## src/rtl/wp_pkg.sv

```systemverilog
package wp_pkg;
  localparam int WORD_W = 32;
  localparam int UNIT_W = 16;
  localparam int LANES  = WORD_W / 8;

  // number of narrow units per word
  function automatic logic [2:0] units_per_word(input logic half);
    return half ? 3'd2 : 3'd4;
  endfunction

  // lowest byte lane occupied by unit idx
  function automatic logic [1:0] byte_slot(input logic [1:0] idx, input logic big,
                                           input logic half);
    logic hpos;
    if (half) begin
      hpos = big ? ~idx[0] : idx[0];
      return {hpos, 1'b0};
    end
    return big ? (2'd3 - idx) : idx;
  endfunction

  function automatic logic [UNIT_W-1:0] lane_pick(input logic [WORD_W-1:0] word,
                                                  input logic [1:0] idx, input logic big,
                                                  input logic half);
    logic [4:0]        sh;
    logic [WORD_W-1:0] shifted;
    sh      = {byte_slot(idx, big, half), 3'b000};
    shifted = word >> sh;
    return half ? shifted[15:0] : {8'h00, shifted[7:0]};
  endfunction

  function automatic logic [WORD_W-1:0] lane_place(input logic [UNIT_W-1:0] unit,
                                                   input logic [1:0] idx, input logic big,
                                                   input logic half);
    logic [4:0]        sh;
    logic [WORD_W-1:0] ext;
    sh  = {byte_slot(idx, big, half), 3'b000};
    ext = half ? {16'h0000, unit} : {24'h000000, unit[7:0]};
    return ext << sh;
  endfunction

  function automatic logic [LANES-1:0] lane_mask(input logic [1:0] idx, input logic big,
                                                 input logic half);
    logic [LANES-1:0] m;
    m = half ? 4'b0011 : 4'b0001;
    return m << byte_slot(idx, big, half);
  endfunction
endpackage

```

## src/rtl/wp_cfg.sv

```systemverilog
module wp_cfg (
  input  logic clk,
  input  logic rst_n,
  input  logic wr,
  input  logic big_in,
  input  logic half_in,
  input  logic idle,
  output logic big,
  output logic half
);
  logic take_cfg;
  assign take_cfg = wr && idle;

  always_ff @(posedge clk or negedge rst_n) begin
    if (!rst_n) begin
      big  <= 1'b0;
      half <= 1'b0;
    end else if (take_cfg) begin
      big  <= big_in;
      half <= half_in;
    end
  end
endmodule

```

## src/rtl/wp_unpack.sv

```systemverilog
module wp_unpack
  import wp_pkg::*;
(
  input  logic              clk,
  input  logic              rst_n,
  input  logic              big,
  input  logic              half,
  input  logic              in_valid,
  output logic              in_ready,
  input  logic [WORD_W-1:0] in_data,
  output logic              out_valid,
  input  logic              out_ready,
  output logic [UNIT_W-1:0] out_data,
  output logic              empty
);
  logic              full;
  logic [WORD_W-1:0] word_q;
  logic [1:0]        idx;
  logic              unit_fire, unit_last, word_take;

  assign unit_fire = full && out_ready;
  assign unit_last = ({1'b0, idx} == units_per_word(half) - 3'd1);
  assign in_ready  = !full || (unit_fire && unit_last);
  assign word_take = in_valid && in_ready;
  assign out_valid = full;
  assign out_data  = lane_pick(word_q, idx, big, half);
  assign empty     = !full;

  always_ff @(posedge clk or negedge rst_n) begin
    if (!rst_n) begin
      full   <= 1'b0;
      word_q <= '0;
      idx    <= '0;
    end else if (word_take) begin
      full   <= 1'b1;
      word_q <= in_data;
      idx    <= '0;
    end else if (unit_fire) begin
      if (unit_last) full <= 1'b0;
      else           idx  <= idx + 2'd1;
    end
  end
endmodule

```

## src/rtl/wp_pack.sv

```systemverilog
module wp_pack
  import wp_pkg::*;
(
  input  logic              clk,
  input  logic              rst_n,
  input  logic              big,
  input  logic              half,
  input  logic              in_valid,
  output logic              in_ready,
  input  logic [UNIT_W-1:0] in_data,
  input  logic              flush,
  output logic              out_valid,
  input  logic              out_ready,
  output logic [WORD_W-1:0] out_data,
  output logic [LANES-1:0]  out_be,
  output logic              empty
);
  logic              pend;
  logic [WORD_W-1:0] acc;
  logic [LANES-1:0]  be_q;
  logic [2:0]        idx, idx_nx;
  logic              unit_take, seal;
  logic [WORD_W-1:0] acc_nx;
  logic [LANES-1:0]  be_nx;

  assign in_ready  = !pend;
  assign unit_take = in_valid && in_ready;

  always_comb begin
    acc_nx = acc;
    be_nx  = be_q;
    idx_nx = idx;
    if (unit_take) begin
      acc_nx = acc  | lane_place(in_data, idx[1:0], big, half);
      be_nx  = be_q | lane_mask(idx[1:0], big, half);
      idx_nx = idx + 3'd1;
    end
  end

  // word closes when full, or when flushed with at least one unit inside
  assign seal = !pend && ((idx_nx == units_per_word(half)) || (flush && idx_nx != 3'd0));

  always_ff @(posedge clk or negedge rst_n) begin
    if (!rst_n) begin
      pend <= 1'b0;
      acc  <= '0;
      be_q <= '0;
      idx  <= '0;
    end else if (pend) begin
      if (out_ready) begin
        pend <= 1'b0;
        acc  <= '0;
        be_q <= '0;
        idx  <= '0;
      end
    end else begin
      acc  <= acc_nx;
      be_q <= be_nx;
      idx  <= idx_nx;
      pend <= seal;
    end
  end

  assign out_valid = pend;
  assign out_data  = acc;
  assign out_be    = be_q;
  assign empty     = !pend && (idx == 3'd0);
endmodule

```

## src/rtl/dma_word_packer.sv

```systemverilog
module dma_word_packer #(
  parameter  int NUM_CH = 2,
  localparam int CH_W   = (NUM_CH > 1) ? $clog2(NUM_CH) : 1
) (
  input  logic                 clk,
  input  logic                 rst_n,
  input  logic                 cfg_we,
  input  logic [CH_W-1:0]      cfg_ch,
  input  logic                 cfg_big,
  input  logic                 cfg_half,
  input  logic [NUM_CH-1:0]    mem_tx_valid,
  output logic [NUM_CH-1:0]    mem_tx_ready,
  input  logic [NUM_CH*32-1:0] mem_tx_data,
  output logic [NUM_CH-1:0]    dev_tx_valid,
  input  logic [NUM_CH-1:0]    dev_tx_ready,
  output logic [NUM_CH*16-1:0] dev_tx_data,
  input  logic [NUM_CH-1:0]    dev_rx_valid,
  output logic [NUM_CH-1:0]    dev_rx_ready,
  input  logic [NUM_CH*16-1:0] dev_rx_data,
  input  logic [NUM_CH-1:0]    rx_flush,
  output logic [NUM_CH-1:0]    mem_rx_valid,
  input  logic [NUM_CH-1:0]    mem_rx_ready,
  output logic [NUM_CH*32-1:0] mem_rx_data,
  output logic [NUM_CH*4-1:0]  mem_rx_be
);
  // per-channel state brought out for the checker
  logic [NUM_CH-1:0] tx_empty_v, rx_empty_v, cfg_big_v, cfg_half_v;

  for (genvar i = 0; i < NUM_CH; i++) begin : g_ch
    logic big_i, half_i, txe, rxe, hit;
    assign hit = cfg_we && (cfg_ch == CH_W'(i));

    wp_cfg u_cfg (
      .clk(clk), .rst_n(rst_n), .wr(hit), .big_in(cfg_big), .half_in(cfg_half),
      .idle(txe && rxe), .big(big_i), .half(half_i)
    );

    wp_unpack u_tx (
      .clk(clk), .rst_n(rst_n), .big(big_i), .half(half_i),
      .in_valid(mem_tx_valid[i]), .in_ready(mem_tx_ready[i]),
      .in_data(mem_tx_data[i*32 +: 32]),
      .out_valid(dev_tx_valid[i]), .out_ready(dev_tx_ready[i]),
      .out_data(dev_tx_data[i*16 +: 16]), .empty(txe)
    );

    wp_pack u_rx (
      .clk(clk), .rst_n(rst_n), .big(big_i), .half(half_i),
      .in_valid(dev_rx_valid[i]), .in_ready(dev_rx_ready[i]),
      .in_data(dev_rx_data[i*16 +: 16]), .flush(rx_flush[i]),
      .out_valid(mem_rx_valid[i]), .out_ready(mem_rx_ready[i]),
      .out_data(mem_rx_data[i*32 +: 32]), .out_be(mem_rx_be[i*4 +: 4]),
      .empty(rxe)
    );

    assign tx_empty_v[i] = txe;
    assign rx_empty_v[i] = rxe;
    assign cfg_big_v[i]  = big_i;
    assign cfg_half_v[i] = half_i;
  end
endmodule

```

## config.mk

```make
export PLATFORM = sky130hd
export DESIGN_NAME = dma_word_packer
export DESIGN_NICKNAME = d
export VERILOG_FILES = /design/src/rtl/wp_pkg.sv /design/src/rtl/wp_cfg.sv /design/src/rtl/wp_unpack.sv /design/src/rtl/wp_pack.sv /design/src/rtl/dma_word_packer.sv
export SDC_FILE = /design/constraint.sdc
export NUM_CORES = 1
export LEC_CHECK = 0
export ABC_CLOCK_PERIOD_IN_PS = 2610
export BUFFER_PORTS_ARGS = -buffer_cell sky130_fd_sc_hd__buf_2
export CAP_MARGIN = 25
export CORE_MARGIN = 2
export CORE_UTILIZATION = 35
export CTS_BUF_LIST = sky130_fd_sc_hd__clkbuf_4 sky130_fd_sc_hd__clkbuf_8
export CTS_CLUSTER_SIZE = 10
export DETAILED_ROUTE_END_ITERATION = 7
export GPL_TIMING_DRIVEN = 0
export MAX_ROUTING_LAYER = met4
export PLACE_DENSITY = 0.55
export SETUP_SLACK_MARGIN = 0.5
export SLEW_MARGIN = 25
export SYNTH_ARGS = -nofsm -noshare
export SYNTH_HDL_FRONTEND = slang
export SYNTH_SLANG_ARGS = --single-unit
```

## constraint.sdc

```tcl
create_clock -name clk -period 2.61 [get_ports clk]
set_input_delay 0.261 -clock clk [delete_from_list [all_inputs] [get_ports clk]]
set_output_delay 0.261 -clock clk [all_outputs]
set_load 0.02 [all_outputs]
```

==> flow_summary.json, run 1 <==
{
  "status": "completed",
  "vias": 5824,
  "grt_pass1_vias": 5853,
  "via_per_inst": 5.17,
  "power_switching_mw": 6.11,
  "syn-cell-area_mm2": 0.00737,
  "clockRootBuffer": "clkbuf_8",
  "portBuffers": 223,
  "clk_latency_ps": 430,
  "p_int_mw": 8.83,
  "pwr-share-seq_pct": 27.8,
  "reg2reg_setup_slack_ps": 640,
  "min_path_type": "in -> reg",
  "hold_viol_final": 0,
  "floorplan.die_area_mm2": 0.0222,
  "grt_usage_pct": 19.0,
  "comb_power_share_pct": 58.6,
  "overflow": 0,
  "rsz0062_at_grt": "true",
  "syn_avg_cell_area_um2": 13.0,
  "core_mm2": 0.0208,
  "synth_commonest_cells": "dfrtp_1, a22o_1, mux2_2",
  "dp_hpwl_um": 14700,
  "setup_viol": 0,
  "io_pins": 224,
  "clock.fmax_ghz": 0.420,
  "min_path_cells": 2,
  "synthCells": 566,
  "switching_share_pct": 40.9,
  "criticalPathCategory": "reg -> out",
  "crit_chain": "buf_6 > mux2i_4 > xnor2_4 > mux4_2 > buf_6",
  "worst_slew_pin_slew_ps": 708,
  "period_share_pct": 91.2,
  "crit_top_cell": "buf_6",
  "cp_slowest_cell": "mux4_2",
  "fin_nets": 954,
  "slowest_delay_ps": 570,
  "synth_seq_cells": 154,
  "place_inst": 1065,
  "cp.required_ps": 2350,
  "yosysWarnings": 0,
  "die_h_um": 149,
  "critPathArrivalTime_ps": 2120,
  "irDropWorstVdd_uv": 1050,
  "start_util_pct": 35.4,
  "dr.pass1.iters": 5,
  "r2r_end": "g_ch[1].u_rx.out_data[18]",
  "slew_headroom_pct": 52.5,
  "drv_slew": 0,
  "avgRoutedWirePerCell_um": 18.3,
  "power.leakage_nw": 4.79,
  "ant_nets": 0,
  "drt_first_iter_violations": 341,
  "route.detailed.drc": 0,
  "reg2reg_from": "g_ch[1].u_cfg.half",
  "yosysMostFrequentCell": "dfrtp_1",
  "endpoint_kind": "output pin",
  "worst_setup_path_start_kind": "register",
  "hold_path_startpoint": "mem_tx_data[54]",
  "power_mw": 14.9,
  "routabilityCongestion": 0.813,
  "grt_max_degree": 94,
  "rows": 53,
  "cts_buffers": 17,
  "num_antenna_cells": 0,
  "layout-drive-gt1-share_pct": 52.2,
  "cts_sinks": 154,
  "synth_cell_types": 60,
  "period_needed_ps": 2380,
  "synth.area.top_cells": "dfrtp_1, mux2_2, a22o_1",
  "drt_wl_total_um": 20600,
  "holdPathEnd": "g_ch[1].u_tx.word_q[22]",
  "tritoncts": "done",
  "antenna_found_initial": 0,
  "grt_pass1_wl_um": 31900,
  "clock_power_share_pct": 13.6,
  "htree_levels": 4,
  "ys.flop_type": "dfrtp_1",
  "synth_enable_flop_cells": 0,
  "synth_top_area_share_pct": 52.3,
  "synth.yosys.seq_area_share_pct": 52.3,
  "cts_buffer_depth": 2,
  "critPathMaxFanout": 5,
  "whs_ps": 47.6,
  "syn_nets": 682,
  "fin_cells": 1126,
  "syn_to_final_growth_pct": 33.8,
  "ff2ff_path_depth": 7,
  "synth-async-reset-ratio_pct": 100,
  "p_per_area_mw_per_mm2": 1520,
  "finClkSkew_ps": 12.2,
  "clkTransAtPathRegs_ps": 90,
  "cap_violations": 0,
  "fp.dieW_um": 149,
  "synth_top_cell_by_area": "dfrtp_1"
}
worst max-delay path, delay by kind of cell (launching register included):
family	cells	cell delay, ps
buffers and inverters	2	280
flip-flops	1	380
multiplexers	2	760
XOR/XNOR	1	270
kinds of logic (layout without fill, tap and decap cells):
kind of cell / after synthesis / after routing / share of synthesized area (%)
XOR/XNOR: 17 / 17 / 3.14
flip-flops: 154 / 154 / 52.3
multiplexers: 88 / 88 / 16.6
buffers and inverters: 49 / 334 / 4.02
adder cells (fa/ha/maj): 4 / 4 / 0.679
AO/OA/AOI/OAI: 145 / 145 / 15.7
AND/OR/NAND/NOR: 109 / 109 / 7.60
per-layer routing:
metal / part of all wire, % / global-route usage (%) / vias up / wire, um
met1: 45 / 25.0 / 2973 / 9270
met2: 48 / 30.0 / 196 / 9860
met5: 0 / - / - / 0
met4: 0.85 / 4.95 / 0 / 174
met3: 6.2 / 4.07 / 14 / 1280
li1: - / - / 2641 / -
layout make-up:
type	instances	area (um2)
clock inverters	12	189
repair buffers	253	1570
inverters	11	46.3
fillers	1931	11000
plain buffers	38	284
clock buffers	20	256
multi-input cells	363	3320
flip-flops and latches	154	3860
well taps	275	344
registers in the layout, indices dropped and copies added, names as in the netlist:
register,flops
g_ch.u_cfg.big,2
g_ch.u_rx.out_data,64
g_ch.u_tx.word_q,64
g_ch.u_tx.idx,4
g_ch.u_rx.idx,6
g_ch.u_rx.out_be,8
g_ch.u_cfg.half,2
g_ch.u_tx.out_valid,2
g_ch.u_rx.out_valid,2
power by group through the flow:
| stage | sequential, mW | clock [mW] | combinational [mW] |
|---|---|---|---|
| 2_1_floorplan | 4.48 | 0 | 4.76 |
| 3_3_place_gp | 4.09 | 0 | 7.20 |
| 3_5_place_dp | 4.15 | 0 | 7.28 |
| 4_1_cts | 4.13 | 2.11 | 8.54 |
| 5_1_grt | 4.29 | 2.21 | 9.39 |
| 6_report | 4.15 | 2.03 | 8.76 |
timing repair:
item	CTS	global route
endpoints found under the setup margin	32	41
pin swaps	15	9
setup buffers	20	7
hold buffers	2	0
hold endpoints to repair	62	0
gates resized for setup	75	37
through the flow:
step | setup WS [ps] | util (%) | instance area (um2) | setup TNS (ps)
CTS | 141 | 46.7 | 9730 | 0
global placement | -1010 | 42.4 | 8830 | -153420
detailed placement | 254 | 42.6 | 8870 | 0
global route | 121 | 47.4 | 9860 | 0
floorplan | 676 | - | 7370 | 0
finish | 230 | 47.4 | 9860 | 0
placed cells by master (no fill, tap or decap), types with 4 or more instances in the layout:
| cell type | instances |
|---|---|
| a21boi_0 | 4 |
| a21o_1 | 5 |
| a21oi_1 | 6 |
| a21oi_2 | 8 |
| a221o_1 | 4 |
| a22o_1 | 75 |
| buf_2 | 202 |
| buf_4 | 35 |
| buf_6 | 36 |
| bufinv_16 | 4 |
| clkbuf_1 | 8 |
| clkbuf_8 | 18 |
| clkinv_4 | 5 |
| dfrtp_1 | 152 |
| ha_1 | 4 |
| inv_1 | 10 |
| mux2_2 | 68 |
| mux4_2 | 16 |
| nand2_1 | 45 |
| nand2_2 | 11 |
| nand3_1 | 7 |
| nor2_1 | 8 |
| nor2b_1 | 7 |
| nor3_1 | 9 |
| o211a_1 | 4 |
| o21ai_0 | 11 |
| o31ai_1 | 4 |
| xnor2_1 | 6 |
| xnor2_4 | 4 |
how the worst max path moves through the flow:
stage | start | endpoint | cells past startpoint | slack, ps
6_report | g_ch[1].u_cfg.half | dev_tx_data[19] | 5 | 230
4_1_cts | g_ch[1].u_cfg.half | dev_tx_data[19] | 5 | 140
5_1_grt | g_ch[1].u_cfg.half | dev_tx_data[19] | 5 | 120
2_1_floorplan | g_ch[1].u_tx.idx[0] | dev_tx_data[17] | 4 | 680
3_3_place_gp | rst_n | g_ch[0].u_rx.out_data[1] | 1 | -1010
3_5_place_dp | g_ch[0].u_cfg.big | dev_tx_data[7] | 4 | 250
(Power assumes the default switching activity.)
==> run 2: changes to the inputs <==
- ABC_CLOCK_PERIOD_IN_PS: 2610 -> 2200
- SETUP_SLACK_MARGIN: 0.5 -> 0.1
- clock period: 2.61 -> 2.2 ns (I/O delays scaled with it)
==> run 2 against run 1 <==
Net effect:
- the flow now finishes with violations (setup timing)
- largest power group unchanged
- count of clock-buffer cells in the layout unchanged
- combinational power rose by 21%
- critical endpoint is now dev_tx_data[18]
- non-clock buffer count is 62 higher
- final cell count is 5.5% higher
==> flow_summary.json, run 2 (synthesis gave the netlist of run 1 again) <==
{
  "status": "complete, but fails checks",
  "violations": "setup timing",
  "fp.dieW_um": 149,
  "layout-drive-gt1-share_pct": 49.4,
  "overflow": 0,
  "r2r_end": "g_ch[1].u_rx.out_data[18]",
  "worst_slack_ps": -142,
  "p_per_area_mw_per_mm2": 1710,
  "clkTransAtPathRegs_ps": 80,
  "die_h_um": 149,
  "irDropWorstVdd_uv": 905,
  "via_per_inst": 5.14,
  "portBuffers": 223,
  "finClkSkew_ps": 15.1,
  "vias": 6103,
  "ant_nets": 0,
  "criticalPathCategory": "reg -> out",
  "period_share_pct": 106,
  "start_util_pct": 35.4,
  "route.detailed.drc": 0,
  "drt_first_iter_violations": 367,
  "whs_ps": 44.2,
  "syn_to_final_growth_pct": 42.9,
  "period_needed_ps": 2340,
  "cts_sinks": 154,
  "critPathMaxFanout": 5,
  "layout_common_cells": "buf_2, dfrtp_1, a22o_1",
  "worst_slew_pin_slew_ps": 705,
  "power.leakage_nw": 5.06,
  "slew_headroom_pct": 52.8,
  "fillers": 1849,
  "setup_viol": 16,
  "cp-startpoint": "g_ch[1].u_cfg.half",
  "dr.pass1.iters": 4,
  "num_antenna_cells": 0,
  "grt_usage_pct": 19.5,
  "cap_violations": 0,
  "critPathArrivalTime_ps": 2120,
  "antenna_found_initial": 0,
  "tritoncts": "done",
  "clk_latency_ps": 440,
  "grt_pass1_wl_um": 33000,
  "routabilityCongestion": 0.813,
  "hold_viol_final": 0,
  "reg2reg_from": "g_ch[1].u_cfg.half",
  "grt_pass1_vias": 6152,
  "htree_levels": 4,
  "core_mm2": 0.0208,
  "cts_buffers": 17,
  "clockRootBuffer": "clkbuf_8",
  "io_pins": 224,
  "cts_buffer_depth": 2,
  "grt_max_degree": 94,
  "tns_ps": -1570,
  "ff2ff_path_depth": 7,
  "worst_setup_path_start_kind": "register",
  "crit_end": "dev_tx_data[18]",
  "clock.fmax_ghz": 0.427,
  "rsz0062_at_grt": "true",
  "drv_slew": 0,
  "reg2reg_setup_slack_ps": 230,
  "dp_hpwl_um": 14700,
  "drt_wl_total_um": 21200,
  "floorplan.die_area_mm2": 0.0222,
  "cp.required_ps": 1980,
  "final_common_cell": "buf_2",
  "fin_nets": 1016,
  "min_path_type": "in -> reg",
  "endpoint_kind": "output pin",
  "rows": 53,
  "avgRoutedWirePerCell_um": 17.8
}
==> run 2: final cells by class <==
cell class              count  area (um2)  area share [%]
inverters                  11        46.3           0.439
multi-input cells         363        3340            31.7
well taps                 275         344            3.26
clock inverters            12         189            1.79
clock buffers              20         256            2.43
plain buffers              38         287            2.72
repair buffers            315        2220            21.1
flip-flops and latches    154        3860            36.6
==> run 2: worst max-delay path, stage by stage, from the launching register on <==
cell and delay (ps):
dfrtp_1 380, buf_6 130, mux2i_4 190, xnor2_4 270
mux4_2 570, buf_6 150
==> run 2: through the flow <==
stage	util, %	cell area (um2)	setup WS (ps)	cells	total power, mW
6_report	50.6	10500	-142	1188	18.0
5_1_grt	50.6	10500	-245	1188	19.1
4_1_cts	49.5	10300	-228	1180	17.6
3_5_place_dp	42.6	8870	-115	1065	13.6
3_3_place_gp	42.4	8830	-1380	1064	13.4
2_1_floorplan	-	7370	307	566	11.0
==> run 2: routing by layer <==
metal | GRT usage, % | routed length [um] | vias to the layer above
met5 | - | 0 | -
met4 | 4.95 | 159 | 0
met3 | 3.91 | 1400 | 12
met2 | 32.0 | 10300 | 217
met1 | 25.0 | 9300 | 3106
li1 | - | - | 2768
==> run 2: how the worst min path moves through the flow <==
stage               cells after the start                       end             from  slack, ps
floorplan                               0         g_ch[0].u_cfg.big            rst_n        -80
global placement                        2       g_ch[1].u_rx.idx[2]  mem_rx_ready[1]        440
detailed placement                      1  g_ch[1].u_rx.out_data[8]            rst_n        200
CTS                                     2  g_ch[0].u_rx.out_data[6]   dev_rx_data[6]          2
global route                            2   g_ch[0].u_tx.word_q[10]  mem_tx_data[10]         10
finish                                  2   g_ch[0].u_tx.word_q[18]  mem_tx_data[18]         40
==> run 2: where the power goes <==
part / switching [mW] / leakage (nW) / internal (mW)
Clock: 1.13 / 0.228 / 1.30
Combinational: 5.36 / 2.89 / 5.26
Sequential: 0.872 / 1.94 / 4.06
==> run 2: repair_timing <==
action                                 CTS  global route
gates resized for setup                 68            66
endpoints found under the hold margin  123             1
buffers inserted                        20             7
hold buffers                            63             1
cloned                                   0             0
pin swaps                               11            13
setup endpoints to repair               32            42
